[src/rtl/tlb_pkg.sv]
package tlb_pkg;
  typedef struct packed {
    logic ro;
    logic user;
  } tlb_perm_t;
endpackage

[src/rtl/tlb_match.sv]
module tlb_match #(
  parameter int VPN_W   = 36,
  parameter int ENTRIES = 16
) (
  input  logic [ENTRIES-1:0][VPN_W-1:0] tags,
  input  logic [ENTRIES-1:0]            valid,
  input  logic [VPN_W-1:0]              key,
  output logic [ENTRIES-1:0]            hit_vec,
  output logic                          any_hit
);
  // one comparator per entry, all evaluated in parallel
  for (genvar g = 0; g < ENTRIES; g++) begin : g_cmp
    assign hit_vec[g] = valid[g] && (tags[g] == key);
  end
  assign any_hit = |hit_vec;
endmodule

[src/rtl/tlb_onehot_enc.sv]
module tlb_onehot_enc #(
  parameter int N     = 16,
  parameter int IDX_W = 4
) (
  input  logic [N-1:0]     vec,
  output logic [IDX_W-1:0] idx
);
  always_comb begin
    idx = '0;
    for (int i = 0; i < N; i++) begin
      if (vec[i]) idx = idx | IDX_W'(i);
    end
  end
endmodule

[src/rtl/tlb_victim.sv]
module tlb_victim #(
  parameter int ENTRIES = 16,
  parameter int IDX_W   = 4
) (
  input  logic               clk,
  input  logic               rst,
  input  logic               fill_en,
  input  logic [ENTRIES-1:0] valid,
  input  logic               hit_any,
  input  logic [IDX_W-1:0]   hit_idx,
  output logic [IDX_W-1:0]   slot
);
  logic [IDX_W-1:0] rr_q;
  logic [IDX_W-1:0] free_idx;
  logic             have_free;
  logic             replace;

  // lowest-numbered empty entry
  always_comb begin
    have_free = 1'b0;
    free_idx  = '0;
    for (int i = ENTRIES - 1; i >= 0; i--) begin
      if (!valid[i]) begin
        have_free = 1'b1;
        free_idx  = IDX_W'(i);
      end
    end
  end

  assign slot    = hit_any ? hit_idx : (have_free ? free_idx : rr_q);
  assign replace = fill_en && !hit_any && !have_free;

  always_ff @(posedge clk) begin
    if (rst) begin
      rr_q <= '0;
    end else if (replace) begin
      rr_q <= (rr_q == IDX_W'(ENTRIES - 1)) ? '0 : rr_q + 1'b1;
    end
  end

  // a new page never lands on a valid entry while an empty one exists
  a_r11_free_first: assert property (@(posedge clk) disable iff (rst)
    (fill_en && !hit_any && !(&valid)) |-> !valid[slot]);

  // a refill targets an entry that is present
  a_r7_refill_present: assert property (@(posedge clk) disable iff (rst)
    (fill_en && hit_any) |-> valid[slot]);
endmodule

[src/rtl/tlb_store.sv]
module tlb_store
  import tlb_pkg::*;
#(
  parameter int VPN_W   = 36,
  parameter int PPN_W   = 40,
  parameter int ENTRIES = 16,
  parameter int IDX_W   = 4
) (
  input  logic                          clk,
  input  logic                          rst,
  input  logic                          flush,
  input  logic                          inv_en,
  input  logic [ENTRIES-1:0]            inv_vec,
  input  logic                          wr_en,
  input  logic [IDX_W-1:0]              wr_idx,
  input  logic [VPN_W-1:0]              wr_vpn,
  input  logic [PPN_W-1:0]              wr_ppn,
  input  tlb_perm_t                     wr_perm,
  input  logic [IDX_W-1:0]              rd_idx,
  output logic [ENTRIES-1:0]            valid,
  output logic [ENTRIES-1:0][VPN_W-1:0] tags,
  output logic [PPN_W-1:0]              rd_ppn,
  output tlb_perm_t                     rd_perm
);
  logic [ENTRIES-1:0]            valid_q, valid_d;
  logic [ENTRIES-1:0][VPN_W-1:0] tag_q;
  logic [PPN_W-1:0]              ppn_mem  [ENTRIES];
  tlb_perm_t                     perm_mem [ENTRIES];

  always_comb begin
    valid_d = valid_q;
    if (inv_en) valid_d = valid_d & ~inv_vec;
    if (wr_en)  valid_d[wr_idx] = 1'b1;
    if (flush)  valid_d = '0;
  end

  always_ff @(posedge clk) begin
    if (rst) valid_q <= '0;
    else     valid_q <= valid_d;
  end

  // payload storage, no reset, single write port
  always_ff @(posedge clk) begin
    if (wr_en && !flush) begin
      tag_q[wr_idx]    <= wr_vpn;
      ppn_mem[wr_idx]  <= wr_ppn;
      perm_mem[wr_idx] <= wr_perm;
    end
  end

  assign valid   = valid_q;
  assign tags    = tag_q;
  assign rd_ppn  = ppn_mem[rd_idx];
  assign rd_perm = perm_mem[rd_idx];

  // a flush empties every entry, even with a fill in the same cycle
  a_r8_flush_clears: assert property (@(posedge clk) disable iff (rst)
    flush |=> (valid_q == '0));

  // the matching entry is gone after an invalidate
  a_r9_inv_clears: assert property (@(posedge clk) disable iff (rst)
    (inv_en && !wr_en && !flush) |=> ((valid_q & $past(inv_vec)) == '0));

  // a fill makes its target entry valid
  a_r5_fill_sets: assert property (@(posedge clk) disable iff (rst)
    (wr_en && !flush) |=> valid_q[$past(wr_idx)]);
endmodule

[src/rtl/tlb_fa.sv]
module tlb_fa
  import tlb_pkg::*;
#(
  parameter int VPN_W   = 36,
  parameter int PPN_W   = 40,
  parameter int ENTRIES = 16
) (
  input  logic             clk,
  input  logic             rst,
  input  logic             lk_valid,
  input  logic [VPN_W-1:0] lk_vpn,
  input  logic             fill_valid,
  input  logic [VPN_W-1:0] fill_vpn,
  input  logic [PPN_W-1:0] fill_ppn,
  input  logic             fill_ro,
  input  logic             fill_user,
  input  logic             inv_valid,
  input  logic [VPN_W-1:0] inv_vpn,
  input  logic             ptbase_wr,
  output logic             rsp_valid,
  output logic             rsp_hit,
  output logic [PPN_W-1:0] rsp_ppn,
  output logic             rsp_ro,
  output logic             rsp_user
);
  localparam int IDX_W = (ENTRIES > 1) ? $clog2(ENTRIES) : 1;

  logic [ENTRIES-1:0]            valid;
  logic [ENTRIES-1:0][VPN_W-1:0] tags;
  logic [ENTRIES-1:0]            lk_vec, fill_vec, inv_vec;
  logic                          lk_any, fill_any, inv_any;
  logic [IDX_W-1:0]              lk_idx, fill_idx, slot;
  logic [PPN_W-1:0]              rd_ppn;
  tlb_perm_t                     rd_perm;
  tlb_perm_t                     wr_perm;

  assign wr_perm = '{ro: fill_ro, user: fill_user};

  tlb_match #(.VPN_W(VPN_W), .ENTRIES(ENTRIES)) u_lk_match (
    .tags(tags), .valid(valid), .key(lk_vpn), .hit_vec(lk_vec), .any_hit(lk_any));
  tlb_match #(.VPN_W(VPN_W), .ENTRIES(ENTRIES)) u_fill_match (
    .tags(tags), .valid(valid), .key(fill_vpn), .hit_vec(fill_vec), .any_hit(fill_any));
  tlb_match #(.VPN_W(VPN_W), .ENTRIES(ENTRIES)) u_inv_match (
    .tags(tags), .valid(valid), .key(inv_vpn), .hit_vec(inv_vec), .any_hit(inv_any));

  tlb_onehot_enc #(.N(ENTRIES), .IDX_W(IDX_W)) u_lk_enc (.vec(lk_vec), .idx(lk_idx));
  tlb_onehot_enc #(.N(ENTRIES), .IDX_W(IDX_W)) u_fill_enc (.vec(fill_vec), .idx(fill_idx));

  tlb_victim #(.ENTRIES(ENTRIES), .IDX_W(IDX_W)) u_victim (
    .clk(clk), .rst(rst), .fill_en(fill_valid && !ptbase_wr), .valid(valid),
    .hit_any(fill_any), .hit_idx(fill_idx), .slot(slot));

  tlb_store #(.VPN_W(VPN_W), .PPN_W(PPN_W), .ENTRIES(ENTRIES), .IDX_W(IDX_W)) u_store (
    .clk(clk), .rst(rst), .flush(ptbase_wr),
    .inv_en(inv_valid && inv_any), .inv_vec(inv_vec),
    .wr_en(fill_valid), .wr_idx(slot), .wr_vpn(fill_vpn), .wr_ppn(fill_ppn),
    .wr_perm(wr_perm), .rd_idx(lk_idx),
    .valid(valid), .tags(tags), .rd_ppn(rd_ppn), .rd_perm(rd_perm));

  // registered response, one cycle after the request
  always_ff @(posedge clk) begin
    if (rst) begin
      rsp_valid <= 1'b0;
      rsp_hit   <= 1'b0;
      rsp_ppn   <= '0;
      rsp_ro    <= 1'b0;
      rsp_user  <= 1'b0;
    end else begin
      rsp_valid <= lk_valid;
      rsp_hit   <= lk_valid && lk_any;
      rsp_ppn   <= (lk_valid && lk_any) ? rd_ppn : '0;
      rsp_ro    <= lk_valid && lk_any && rd_perm.ro;
      rsp_user  <= lk_valid && lk_any && rd_perm.user;
    end
  end

  // response strobe follows the request by one cycle
  a_r2_rsp_follows: assert property (@(posedge clk) disable iff (rst)
    lk_valid |=> rsp_valid);
  a_r2_no_spurious: assert property (@(posedge clk) disable iff (rst)
    !lk_valid |=> !rsp_valid);

  // a miss carries no translation
  a_r4_miss_zero: assert property (@(posedge clk) disable iff (rst)
    (rsp_valid && !rsp_hit) |-> (rsp_ppn == '0 && !rsp_ro && !rsp_user));

  // never two valid entries for one page
  a_r7_no_dup: assert property (@(posedge clk) disable iff (rst)
    $onehot0(lk_vec));

  // a hit is only reported with a response
  a_r1_hit_needs_valid: assert property (@(posedge clk) disable iff (rst)
    rsp_hit |-> rsp_valid);
endmodule

[config.mk]
export PLATFORM = sky130hd
export DESIGN_NAME = tlb_fa
export DESIGN_NICKNAME = d
export VERILOG_FILES = /design/src/rtl/tlb_pkg.sv /design/src/rtl/tlb_match.sv /design/src/rtl/tlb_onehot_enc.sv /design/src/rtl/tlb_victim.sv /design/src/rtl/tlb_store.sv /design/src/rtl/tlb_fa.sv
export SDC_FILE = /design/constraint.sdc
export NUM_CORES = 2
export LEC_CHECK = 0
export ABC_AREA = 0
export CORE_MARGIN = 10
export CORE_UTILIZATION = 55
export DETAILED_ROUTE_END_ITERATION = 12
export PLACE_DENSITY_LB_ADDON = 0.25
export SETUP_SLACK_MARGIN = 0.1
export SYNTH_ARGS = -nofsm -noshare
export SYNTH_HDL_FRONTEND = slang
export SYNTH_SLANG_ARGS = --single-unit
[constraint.sdc]
create_clock -name clk -period 11.75 [get_ports clk]
set_clock_uncertainty 0.05 [all_clocks]
set_input_delay 2.35 -clock clk [delete_from_list [all_inputs] [get_ports clk]]
set_output_delay 2.35 -clock clk [all_outputs]
set_load 0.1 [all_outputs]
**Word-level counts from Yosys, hierarchy flattened**

Memory sizes are Yosys's and may differ from the RTL's. A register that Yosys moved wholly into a read port is not among the register bits.
Index checks and enable logic that the tools add are counted.
Widths: inputs -> output; s select.

- Memories: 2
- Word-level logic and storage cells: 218
- Register bits: 600
- Output and inout bits: 44
- Bits in writable memories: 672
- Input port bits: 156

- Bitwise gates (word level): 4
- Reduce and logical (&&, ||, !) cells: 64
- Add/subtract/negate cells: 1
- Equal/unequal tests: 49
- Mux-type cells: 74
- Order comparisons: 2

Memory list:

| memory | depth | width | rd ports | clocked after Yosys merged registers in | wr ports | RTL line | source |
|---|---|---|---|---|---|---|---|
| u_store.ppn_mem | 16 | 40 | 1 | 1 | 1 | tlb_store.sv:27 | `logic [PPN_W-1:0] ppn_mem [ENTRIES];` |
| u_store.perm_mem | 16 | 2 | 1 | 0 | 1 | tlb_store.sv:28 | `tlb_perm_t perm_mem [ENTRIES];` |

Operators by type and width:

| kind | count |
|---|---|
| $eq 36x36->1 | 48 |
| $bwmux 576 | 1 |
| $demux 36 s4 | 1 |
| $mux 4 | 35 |
| $logic_and 1x1->1 | 56 |
| $reduce_or 16->1 | 3 |
| $mux 36 | 1 |
| $mux 16 | 2 |
| $mux 3 | 8 |
| $mux 1 | 21 |
| $and 16x16->16 | 1 |
| $not 16->16 | 1 |
| $or 16x16->16 | 1 |
| $mux 2 | 4 |
| $lt 4x5->1 const B | 1 |
| $add 4x1->4 const B | 1 |
| $demux 1 s4 | 1 |
| $eq 4x4->1 const B | 1 |
| $ge 4x1->1 const B | 1 |
| $reduce_or 2->1 | 2 |
| $logic_not 1->1 | 3 |
| $not 1->1 | 1 |

**Longest topological paths before layout**

- Depth in word-level cells: 24
- Depth in mapped cells: 15

**Cells and area by module**

A second synthesis with hierarchy kept.

- Cells, all modules: 4496
- Area, all modules: 67006.8 µm²

By module, submodules not included:

| module | cells each | times used | sequential area each (µm²) | area an instance (µm²) |
|---|---|---|---|---|
| tlb_store | 1705 | 1 | 37796.2 | 43158.9 |
| tlb_match | 867 | 3 | 0.0 | 7280.7 |
| tlb_fa | 102 | 1 | 880.8 | 1388.8 |
| tlb_victim | 66 | 1 | 80.1 | 486.7 |
| tlb_onehot_enc | 11 | 2 | 0.0 | 65.1 |

**Least setup slack after synthesis**

OpenSTA, ideal clock, no wires.

- Kind: input -> register
- Start point: in fill_vpn[9]
- End point: mem u_store.perm_mem[1][0] in the netlist's numbering (enable)
- Setup time: 610 ps
- Setup slack: 1228 ps
- Stages on the path: 11
- Path buffers: 2
- Required time: 11090 ps
- Arrival: 9862 ps
- Path through: buf_2 -> xor2_1 -> nor4_1 -> nand4_1 -> or4_4 -> o2111a_1 -> and3_1 -> nand3b_4 -> or3_1 -> clkbuf_2 -> nor3_1

- Word-level cells in the longest chain between the ends: 18
- Elaborated cells on any way between the ends: 49

RTL lines:

| item | RTL line | source |
|---|---|---|
| from (decl) | tlb_fa.sv:13 | `input logic [VPN_W-1:0] fill_vpn,` |
| $eq 36x36->1 | tlb_match.sv:13 | `assign hit_vec[g] = valid[g] && (tags[g] == key);` |
| $logic_and 1x1->1 | tlb_match.sv:13 |  |
| $mux 1 | tlb_onehot_enc.sv:11 | `if (vec[i]) idx = idx \| IDX_W'(i);` |
| $mux 2 (2 in series) | tlb_onehot_enc.sv:11 |  |
| $mux 3 (4 in series) | tlb_onehot_enc.sv:11 |  |
| $mux 4 (8 in series) | tlb_onehot_enc.sv:11 |  |
| $mux 4 * | tlb_victim.sv:30 | `assign slot = hit_any ? hit_idx : (have_free ? free_idx : rr_q);` |
| to (decl) | tlb_store.sv:28 |  |

Mark *: on every way between the ends. The rest lies on a longest branch, timed or not.

**Worst setup path in the final report**

- Start point: in fill_vpn[24]
- End point: mem u_store.ppn_mem[1][27] (enable)

- Word-level cells in the longest chain between the ends: 18
- Elaborated cells on any way between the ends: 49

RTL lines:

| item | RTL line |
|---|---|
| $eq 36x36->1 | tlb_match.sv:13 |
| $logic_and 1x1->1 | tlb_match.sv:13 |
| $mux 1 | tlb_onehot_enc.sv:11 |
| $mux 2 (2 in series) | tlb_onehot_enc.sv:11 |
| $mux 3 (4 in series) | tlb_onehot_enc.sv:11 |
| $mux 4 (8 in series) | tlb_onehot_enc.sv:11 |
| $mux 4 * | tlb_victim.sv:30 |
| to (decl) | tlb_store.sv:27 |

Marked as above.

==> impl_metrics.tcl <==
set metrics [dict create \
    status "completed" \
    initialDrtViolationCount 7103 \
    grt_pass1_vias 43600 \
    fillers 9113 \
    fin_crit_sh_pct 63.1 \
    synth-async-reset-ratio_pct 0 \
    required_ns 12.11 \
    cts_setup_buffers 0 \
    netlist_top_cells_area "edfxtp_1 57%, xnor2_1 12%, xor2_1 11%, mux2i_1 6.4%, nor4_1 2.5%" \
    syn_nets 4960 \
    dp_cells 6441 \
    fmax_mhz 135 \
    max-cap-violations 0 \
    gr-total-overflow 0 \
    detailedPlacementHpwl_um 141000 \
    port_buffers 199 \
    cts_num_sinks 1312 \
    routedWlPerCell_um 36.4 \
    postCtsHoldBufs 0 \
    io_pins 200 \
    multiInputGateArea_um2 25700 \
    final_antenna_net_count 0 \
    gp_congestion 1.01 \
    grt_max_degree 125 \
    p_per_area_nw_per_um2 142 \
    start_util_pct 55.6 \
    power_mw 10.5 \
    wl_um 244000 \
    synth_edf_count 1248 \
    p_leak_nw 25.7 \
    rr_worst_depth 11 \
    start_kind "input port" \
    die_x_um 366 \
    path_common_cell "buf_4" \
    dieArea_um2 134000 \
    ctsResizeCount 0 \
    synth.avg_cell_area_um2 13.7 \
    yosysWarnings 0 \
    numCtsBuffers 140 \
    seq_area_frac_synth_pct 58.8 \
    hold_ws_ns 0.465 \
    setup_viol 0 \
    grt_setup_unrepaired "false" \
    rows 126 \
    tightest_slew_ns 1.34 \
    vias_per_cell 6.69 \
    grt_util_all_layers_pct 35.2 \
    clock_latency_ns 0.82 \
    slowest_delay_ns 0.79 \
    ys_ff_latch 1312 \
    drc 0 \
    syn_area_um2 66000 \
    nNetsFinal 5140 \
    tritoncts "built" \
    yosys.cell_types.count 57 \
    cts.path.max_buffers 3 \
    dpl-instance-area_um2 69100 \
    layout-drive-gt1-share_pct 9.63 \
    syn_to_final_growth_pct 11.9 \
    yosys.area.top_type "edfxtp_1" \
    yosysTopAreaCellShare_pct 56.8 \
    antenna_found_initial 16 \
    regArea_um2 38800 \
    htreeDepth 4 \
    instances_no_fill 6699 \
    cpMaxStageDelayCell "buf_4" \
    chipHeight_um 366 \
    synthCells 4803 \
    arrival_ns 7.77 \
    cp_max_fo 42 \
    drtPass1Iterations 8 \
    synthFlopType "edfxtp_1" \
    hold_class "flop to flop" \
    cts_root_buf "clkbuf_16" \
    path_cells "buf_2 > buf_4 > xnor2_1 > nand4_1 > nor4_1 > nand3_1 > and4_1 > nand4_1 > o21ai_1 > or3_1 > nor3_2 > buf_4 > buf_4" \
    holdPathStages 2 \
    clk_pin_slew_worst_paths_ns 0.06 \
    tns_ns 0 \
    core_area_um2 119000 \
    final_area_um2 73800 \
    worstSetupPathType "input port to flop" \
    slew_viol_final 0 \
    vias 44800 \
    period_needed_ns 7.41 \
    hold_viol 0 \
    grt_pass1_wl_um 336000 \
    cp-end-kind "flop" \
    relSlewSlack_pct 10.5 \
    peakVddDrop_mv 0.157 \
]
-- sequential cells by signal, indices dropped and copies added (netlist names) --
name	flops
rsp_ro	1
rsp_user	1
rsp_ppn	40
u_store.perm_mem	32
u_store.valid	16
u_store.tags	576
u_store.ppn_mem	640
rsp_hit	1
rsp_valid	1
u_victim.rr_q	4
-- worst paths after layout --
check,from,slack (ns),to
worst max-delay path,fill_vpn[24],4.34,u_store.ppn_mem[1][27]$_DFFE_PP_
worst min register to register,u_store.valid[9]$_SDFF_PP0_,0.46,u_store.valid[9]$_SDFF_PP0_
worst max register to register,u_store.tags[383]$_DFFE_PP_,6.45,u_store.ppn_mem[1][27]$_DFFE_PP_
worst min-delay path,u_store.valid[9]$_SDFF_PP0_,0.46,u_store.valid[9]$_SDFF_PP0_
-- metal layers --
metal  track usage (%)  wire (µm)  part of all wire, %  up-vias
met5             0.498        195                0.080        -
met4              23.8      19900                  8.2       18
met3              11.6      32400                   13     1071
met2              51.7     104000                   43     3550
met1              44.1      87000                   36    22100
li1                  -          -                    -    18000
-- through the flow --
step	worst slack [ns]	util, %
after global routing	4.38	62.3
final	4.34	62.3
after detailed placement	3.72	58.3
after global placement	3.76	58.3
after floorplan	1.23	-
after CTS	4.56	62.3
-- critical path, delay by kind of cell --
kind,cells,cell delay (ns)
buffers and inverters,4,2.51
AO/OA/AOI/OAI,1,0.13
XOR/XNOR,1,0.18
AND/OR/NAND/NOR,7,2.45
-- cell type report --
cell class	instances	area share, %
Sequential cell	1312	52.5
Multi-Input combinational cell	3155	34.8
Clock buffer	168	5.01
Timing Repair Buffer	341	3.43
Tap cell	1600	2.71
Clock inverter	88	1.38
Inverter	33	0.168
Antenna cell	2	0.00678
-- logic make-up (layout without fill, tap and decap cells) --
| kind of cell | Yosys count | in the layout | synth area share [%] |
|---|---|---|---|
| DFF | 1312 | 1312 | 58.8 |
| xor gates and xnor gates | 1715 | 1715 | 22.8 |
| and+or+nand+nor | 751 | 751 | 6.67 |
| AOI/OAI and AO/OA | 267 | 267 | 2.90 |
| muxes | 421 | 421 | 6.39 |
| other | 0 | 2 | 0 |
| buffers and inverters | 336 | 630 | 2.48 |
| adders and majority gates | 1 | 1 | 0.0190 |
-- power by group --
| group | internal (mW) | switching (mW) | total, mW |
|---|---|---|---|
| combinational | 0.226 | 0.587 | 0.813 |
| sequential | 5.13 | 0.0127 | 5.15 |
| clock | 2.61 | 1.94 | 4.55 |
-- cells in the mapped netlist (2+ instances only) --
library cell / count
nor2_1: 68
a21boi_0: 3
o221ai_1: 3
nor4_1: 260
clkbuf_1: 67
buf_2: 211
o21ai_0: 65
edfxtp_1: 1248
and3_1: 11
buf_4: 15
a21oi_1: 20
buf_6: 7
buf_1: 2
nor2b_1: 6
inv_1: 33
o21ai_1: 5
dfxtp_1: 64
nand2_1: 24
o21bai_1: 8
nand2b_1: 5
xnor2_1: 880
a221oi_1: 84
o21a_1: 2
nand4_1: 259
o211ai_1: 2
xor2_1: 835
nor3_1: 31
o2111ai_1: 3
and4_1: 3
mux2i_1: 421
a22oi_1: 50
and2_1: 2
a22o_1: 2
o2111a_1: 2
or3_1: 3
nand3_1: 62
or4_1: 7
a21o_1: 9
or3b_1: 2
or2_2: 2
-- cells in the final DEF, fill, tap and decap left out, drive strengths merged, types with 5 or more instances in the layout --
cell type      instances
or4                    8
nand3                 62
buf                  249
nor2b                  6
clkbuf               168
a22oi                 50
nor2                  68
nand4                259
and3                  11
xnor2                880
a21o                   9
clkinv                56
nor4                 260
nand2b                 5
nand2                 24
bufinv                15
a21oi                 20
o21ai                 70
xor2                 835
a221oi                84
dfxtp                 64
edfxtp              1248
o21bai                 8
nor3                  31
inv                   43
mux2i                421
clkinvlp               7
clkdlybuf4s50         92
No activity file was read; power rests on OpenSTA's default activity.
